$ cat src/rtl/irq_route_sel.sv
module irq_route_sel #(
  parameter int NLINE = 12,
  parameter int SELW  = 5,
  parameter int NEXT  = 4,
  parameter int NINT  = 15,
  parameter int DW    = 32
) (
  input  logic             clk,
  input  logic             rst_n,
  input  logic [NINT-1:0]  int_src,
  input  logic [NEXT-1:0]  ext_pin,
  input  logic             wr_en,
  input  logic [1:0]       wr_addr,
  input  logic [DW-1:0]    wr_data,
  input  logic [1:0]       rd_addr,
  output logic [DW-1:0]    rd_data,
  output logic [NLINE-1:0] irq_lvl,
  output logic [NLINE-1:0] pend_flag,
  output logic [NEXT-1:0]  dma_evt
);
  localparam int NSRC  = 1 << SELW;
  localparam int HALF  = NLINE / 2;
  localparam int FIRST = 4;
  localparam int NPAD  = NSRC - NINT - NEXT;

  function automatic logic [SELW-1:0] dflt_sel(input int k);
    case (k)
      6:  return SELW'(3);
      7:  return SELW'(10);
      8:  return SELW'(11);
      9:  return SELW'(0);
      10: return SELW'(1);
      11: return SELW'(2);
      default: return SELW'(k + FIRST);
    endcase
  endfunction

  function automatic int fld_lsb(input int j);
    return j * SELW + ((j >= 3) ? 1 : 0);
  endfunction

  logic [SELW-1:0] sel [NLINE];
  logic [NEXT-1:0] pol, sync1, sync2;
  logic [NLINE-1:0] prev_lvl, rise;
  logic [NSRC-1:0] src_all;
  logic [NLINE-1:0] clr_mask;

  always_ff @(posedge clk) begin
    if (!rst_n) begin
      sync1 <= '0;
      sync2 <= '0;
    end else begin
      sync1 <= ext_pin;
      sync2 <= sync1;
    end
  end

  assign dma_evt = sync2;
  assign src_all = {{NPAD{1'b0}}, int_src[NINT-1:FIRST], sync2 ^ pol, int_src[FIRST-1:0]};

  always_ff @(posedge clk) begin
    if (!rst_n) pol <= '0;
    else if (wr_en && wr_addr == 2'd2) pol <= wr_data[NEXT-1:0];
  end

  for (genvar k = 0; k < NLINE; k++) begin : g_line
    localparam int REG = k / HALF;
    localparam int J   = k % HALF;
    always_ff @(posedge clk) begin
      if (!rst_n) sel[k] <= dflt_sel(k);
      else if (wr_en && wr_addr == 2'(REG)) sel[k] <= wr_data[fld_lsb(J) +: SELW];
    end
    assign irq_lvl[k] = src_all[sel[k]];

    p_rsvd_src_r3: assert property (@(posedge clk) disable iff (!rst_n)
      (sel[k] >= SELW'(19)) |-> !irq_lvl[k]);
    p_rise_sets_r6: assert property (@(posedge clk) disable iff (!rst_n)
      (irq_lvl[k] && !prev_lvl[k]) |=> pend_flag[k]);
    p_clear_r9: assert property (@(posedge clk) disable iff (!rst_n)
      (wr_en && wr_addr == 2'd3 && wr_data[k+FIRST] && !rise[k]) |=> !pend_flag[k]);
    p_hold_r10: assert property (@(posedge clk) disable iff (!rst_n)
      (!rise[k] && !(wr_en && wr_addr == 2'd3)) |=> (pend_flag[k] == $past(pend_flag[k])));
  end

  assign rise     = irq_lvl & ~prev_lvl;
  assign clr_mask = (wr_en && wr_addr == 2'd3) ? wr_data[FIRST +: NLINE] : '0;

  always_ff @(posedge clk) begin
    if (!rst_n) begin
      prev_lvl  <= '0;
      pend_flag <= '0;
    end else begin
      prev_lvl  <= irq_lvl;
      pend_flag <= (pend_flag & ~clr_mask) | rise;
    end
  end

  always_comb begin
    rd_data = '0;
    case (rd_addr)
      2'd0, 2'd1:
        for (int j = 0; j < HALF; j++)
          rd_data[fld_lsb(j) +: SELW] = sel[int'(rd_addr) * HALF + j];
      2'd2: rd_data[NEXT-1:0] = pol;
      default: rd_data[FIRST +: NLINE] = pend_flag;
    endcase
  end

  logic [1:0] age;
  always_ff @(posedge clk) begin
    if (!rst_n) age <= '0;
    else if (age != 2'd3) age <= age + 2'd1;
  end

  p_rsvd_bits_r2: assert property (@(posedge clk) disable iff (!rst_n)
    (rd_addr != 2'd3) |-> (!rd_data[15] && !rd_data[31]));
  p_sync_delay_r5: assert property (@(posedge clk) disable iff (!rst_n)
    (age >= 2'd2) |-> (dma_evt == $past(ext_pin, 2)));
endmodule

$ cat config.mk
export PLATFORM = sky130hd
export DESIGN_NAME = irq_route_sel
export DESIGN_NICKNAME = d
export VERILOG_FILES = /design/src/rtl/irq_route_sel.sv
export SDC_FILE = /design/constraint.sdc
export NUM_CORES = 1
export LEC_CHECK = 0
export BUFFER_PORTS_ARGS = -buffer_cell sky130_fd_sc_hd__buf_2
export CORE_UTILIZATION = 40
export DETAILED_ROUTE_END_ITERATION = 6
export PLACE_DENSITY = 0.71
export SLEW_MARGIN = 40
export SYNTH_ARGS = -nofsm -noshare
export SYNTH_HDL_FRONTEND = slang
export SYNTH_SLANG_ARGS = --single-unit
$ cat constraint.sdc
create_clock -name clk -period 3.4 [get_ports clk]
set_input_delay 0.51 -clock clk [delete_from_list [all_inputs] [get_ports clk]]
set_output_delay 0.51 -clock clk [all_outputs]
set_load 0.005 [all_outputs]
---- Word-level counts from Yosys, hierarchy flattened ----
Memory sizes are Yosys's and may differ from the RTL's.
Index checks and enable logic that the tools add are counted.
word-level totals
  flip-flop bits (word level) ............. 36
  bits in writable memories ............... 60
  bits of input ports ..................... 58
  logic and storage cells ................. 103
  memories ................................ 1
operators by class
  add/subtract/negate cells ............... 5
  multipliers ............................. 1
  $lt $le $gt $ge ......................... 12
  eq/ne operators ......................... 5
  muxes and demuxes ....................... 48
  bitwise gates (word level) .............. 18
  reduce and logical (&&, ||, !) cells .... 8
memories
  memory  depth  width  rd ports  clocked after Yosys merged registers in  wr ports  line  source
  sel     12     5      18        0                                        12        42    logic [SELW-1:0] sel [NLINE];
operators with widths
  operator                                             count
  < comparator 5 x 6 -> 1 bit (second input constant)  12
  binary-select mux 1 bit (select 5 bit)               12
  2-to-1 mux 5 bit                                     12
  AND 12 bit                                           2
  NOT 12 bit                                           2
  case mux 11 bit (2 select lines)                     1
  2-to-1 mux 1 bit                                     20
  2-to-1 mux 15 bit                                    1
  adder 4 x 3 -> 4 bit (second input constant)         3
  2-to-1 mux 12 bit                                    1
  OR 1 bit                                             12
  OR 12 bit                                            1
  case mux 4 bit (2 select lines)                      1
  == test 2 bit (second input constant)                3
  adder 4 x 2 -> 4 bit (second input constant)         1
  adder 4 bit (second input constant)                  1
  == test 2 x 1 -> 1 bit (second input constant)       2
  logical AND 1 bit                                    4
  logical NOT 2 bit                                    2
  XOR 4 bit                                            1
  multiplier 2 x 2 -> 3 bit (second input constant)    1
  OR reduction 3 bit                                   1
  OR reduction 2 bit                                   1

---- Logic depth before layout (Yosys ltp) ----
  word-level depth ........................ 6
  depth in mapped cells ................... 10

---- Worst setup path after synthesis ----
Ideal clock, no wire load.
  kind .................................... input -> output
  start ................................... input port rd_addr[0]
  end ..................................... output port rd_data[8]
  arrival time ............................ 3061 ps
  required time ........................... 2890 ps
  path slack .............................. -171 ps
  cell stages on the path ................. 10
  path buffers ............................ 5
  path through ............................ clkbuf_1 -> clkbuf_1 -> clkbuf_1 -> inv_1 -> ha_1 -> buf_2 -> clkbuf_1 -> mux4_2 -> mux2i_1 -> o21ai_0
on the way
  word-level cells in the longest chain between the ends .. 4
  elaborated cells between the ends (all ways) .. 8
  classes of those cells .................. 1 x add/sub; 1 x mul; 2 x eq/ne; 1 x mux; 2 x reduce/logical; 1 x memory
RTL lines
  item                                  line  source
  from (decl)                           15    input logic [1:0] rd_addr,
  multiplier 2 x 2 -> 3 bit             103   rd_data[fld_lsb(j) +: SELW] = sel[int'(rd_addr) * HALF + j];
  adder 4 x 2 -> 4 bit                  103
  memory read (12 x 5 bit)              --
  case mux 11 bit (2 select lines) (*)  100   case (rd_addr)
  to (decl)                             16    output logic [DW-1:0] rd_data,
Mark *: on every way between the ends. The rest lies on a longest branch, timed or not.

---- Final worst setup path ----
  start ................................... register pol[0]
  end ..................................... output port irq_lvl[4]
on the way
  word-level cells in the longest chain between the ends .. 3
RTL lines
  item                                    line  source
  from (decl)                             43    logic [NEXT-1:0] pol, sync1, sync2;
  from (signal assigned)                  63    else if (wr_en && wr_addr == 2'd2) pol <= wr_data[NEXT-1:0];
  XOR 4 bit                               59    assign src_all = {{NPAD{1'b0}}, int_src[NINT-1:FIRST], sync2 ^ pol, int_src[FIRST-1:0]};
  binary-select mux 1 bit (select 5 bit)  73    assign irq_lvl[k] = src_all[sel[k]];
  2-to-1 mux 1 bit (implied by the code)  73
  to (decl)                               17    output logic [NLINE-1:0] irq_lvl,
No other way between the ends. The select of a mux whose other input is x is not followed.

==> summary.md <==
| Metric | Value |
|---|---|
| Share of cells above drive strength 1 | 34.3% |
| Io pins | 118 |
| Synthesized flop and latch total | 96 |
| Num rows | 47 |
| EDFF count, synth | 60 |
| Vias in the first global route | 5,714 |
| Logic pwr share | 24.0% |
| Endpoint class of the critical path | output pin |
| Final wirelength | 22,300 um |
| ANT nets after route | 0 |
| Worst reg2reg path depth | 4 |
| Max-Slew Margin vs Limit | 43.9% |
| TritonCTS clock tree | done |
| Clock sink total | 96 |
| CTS root buffer | clkbuf_16 |
| Sw frac | 29.3% |
| Initial Util | 41.5% |
| Syn_area_per_cell | 11.5 um^2 |
| Max Buffers Root-to-Sink | 2 |
| Worst Tran Pin Value | 836 ps |
| Setup TNS | 0 ps |
| Post-CTS Setup Inserts | 0 |
| Worst-Skew Late Latency | 360 ps |
| Sequential share of the synthesized area | 36.2% |
| Drt pass-1 iters | 5 |
| Drt wl/cell | 24.5 um |
| HP Class | in -> reg |
| Diodes inserted | 0 |
| Power density cells | 428 nW/um^2 |
| Synthesis-to-layout area growth | 14.7% |
| Critical hold path startpoint | ext_pin[0] |
| Post-CTS sizing | 0 |
| Final Hold Fails | 0 |
| Most common cell in the netlist | mux4_2 |
| Die area | 18,000 um^2 |
| Synth cell count leaders | 69 x mux4_2, 61 x and2_1, 60 x edfxtp_1 |
| Finish-stage setup viols | 0 |
| Initial antenna violation count | 0 |
| Synth top area cells | edfxtp_1 26%, mux4_2 22%, dfxtp_1 10% |
| Critical Path Source | pol[0] |
| Clock Power Share | 32.0% |
| Tot GR Track Use | 26.1% |
| Synth Cell Area | 6970 um^2 |
| Crit path time final | 2980 ps |
| Area share of the largest cell type after synthesis | 25.8% |
| Clock skew | 9.49 ps |
| Core area | 16,800 um^2 |
| P_int | 2.42 mW |
| Startpoint Class | flop |
| CP arrival | 2470 ps |
| Max_cap viols | 0 |
| Die Ht | 134 um |
| Pins over their slew limit | 0 |
| Peak Freq | 0.336 GHz |
| Worst reg2reg path endpoint | pend_flag[6] |
| Synth area leader | edfxtp_1 |
| P_leak | 3.09 nW |
| Largest net degree at the start of global routing | 42 |
| Critical Path Fanout Max | 4 |
| Vias per inst | 6.31 |
| Netlist cell types | 44 |
| Die span in x | 134 um |
| DR iter-0 viols | 653 |
| P_sw | 1.01 mW |
| Fin crit share | 87.6% |
| Primary FF master, synth | edfxtp_1 |
| Final net count | 748 |
| Post-synth ARST share | 0% |
| RSZ-0062 raised after global routing | no |
| Port Buf Inserts | 115 |
| Worst reg-to-reg setup slack | 1080 ps |
| R2r startpoint | sel[6][0] |
| Post-Syn Nets | 671 |
| Vias post-DR | 5,746 |
| GPL Wtd Cong | 0.905 |
| WS Path Type | reg -> out |
| Cells after Synth | 609 |
| Synthesis Warnings | 0 |
| CP Data Required Time | 2890 ps |
| Residual DRC | 0 |
| Worst vdd ir | 0.283 mV |
| CP endpoint | irq_lvl[4] |
| GR Overflow Total | 0 |
| Status | completed |
| First-pass GRT wire length | 34,400 um |
| H-tree levels | 3 |
| Post-placement setup slack | 610 ps |
| Cts hold-fix bufs | 0 |
| Sequential power share | 44.0% |
| Dpl hpwl | 15,700 um |
| PnR worst setup slack | 421 ps |
| Inserted Clock Buffers | 9 |
| Clock transition at path regs | 70 ps |
-- through the flow --
step / utilization, % / hold slack, ps / cell area (um^2) / power [mW] / cells
finish: 47.6 / 354 / 8000 / 3.43 / 911
global placement: 45.7 / 415 / 7690 / 2.32 / 895
floorplan: - / 412 / 6980 / 2.02 / 609
detailed placement: 45.7 / 421 / 7690 / 2.34 / 895
global route: 47.6 / 359 / 8000 / 3.55 / 911
CTS: 47.6 / 348 / 8000 / 3.42 / 911
-- power by group through the flow --
stage	sequential (mW)	clock [mW]	combinational, mW
3_3_place_gp	1.52	0	0.799
6_report	1.51	1.10	0.821
2_1_floorplan	1.43	0	0.589
5_1_grt	1.52	1.15	0.883
3_5_place_dp	1.53	0	0.813
4_1_cts	1.50	1.10	0.818
-- worst max-delay path: stages (launching register included) --
cell and delay, ps:
dfxtp_1 410, xor2_1 390, mux4_2 300, a2111oi_0 80
a211oi_1 690, buf_2 240
-- kinds of logic (layout without fill, tap and decap cells) --
group	after synthesis	after routing	share of synthesized area (%)
AO/OA/AOI/OAI	89	89	9.92
adder cells (fa/ha/maj)	4	4	0.718
flip-flops	96	96	36.2
XOR/XNOR	8	8	1.00
AND/OR/NAND/NOR	211	211	16.6
other	1	1	0.0538
multiplexers	122	122	31.1
buffers and inverters	78	160	4.52
-- layer usage --
metal | wire length (um) | up-vias | GRT usage [%]
met5 | 0 | - | 0
met4 | 717 | 0 | 12.0
met3 | 2230 | 55 | 5.63
met2 | 10300 | 356 | 39.8
met1 | 9060 | 2871 | 35.6
li1 | - | 2464 | -
-- sequential cells by signal, summed over array words and instances (netlist names) --
register	flops
pol	4
pend_flag	12
prev_lvl	12
sel	60
dma_evt	4
sync1	4
-- cell usage in the layout, fill, tap and decap left out, types with 10 or more instances in the layout --
cell type    n
mux2i_1     36
mux4_2      69
a22o_1      14
buf_4       17
inv_1       12
nand2b_1    10
nor2_1      40
a21oi_1     15
o21ai_0     23
nand3b_1    18
edfxtp_1    60
or3_1       16
and2_1      61
dfxtp_1     36
nand2_1     35
nor2b_1     16
buf_2      115
mux2_2      13
-- how the worst min path moves through the flow --
stage | end | slack [ps] | depth (start not counted)
detailed placement | dma_evt[3] | 420 | 1
global route | sync1[3] | 360 | 2
CTS | sync1[0] | 350 | 2
floorplan | dma_evt[0] | 410 | 1
finish | sync1[0] | 350 | 2
global placement | dma_evt[3] | 410 | 1
-- cell type report --
cell class                      count  area (um^2)
Inverter                           12         45.0
Clock buffer                       11          233
Multi-Input combinational cell    435         4140
Sequential cell                    96         2520
Fill cell                        1553         8820
Tap cell                          220          275
Timing Repair Buffer              132          703
Clock inverter                      5         81.3
Power figures use the tool's default switching activity.
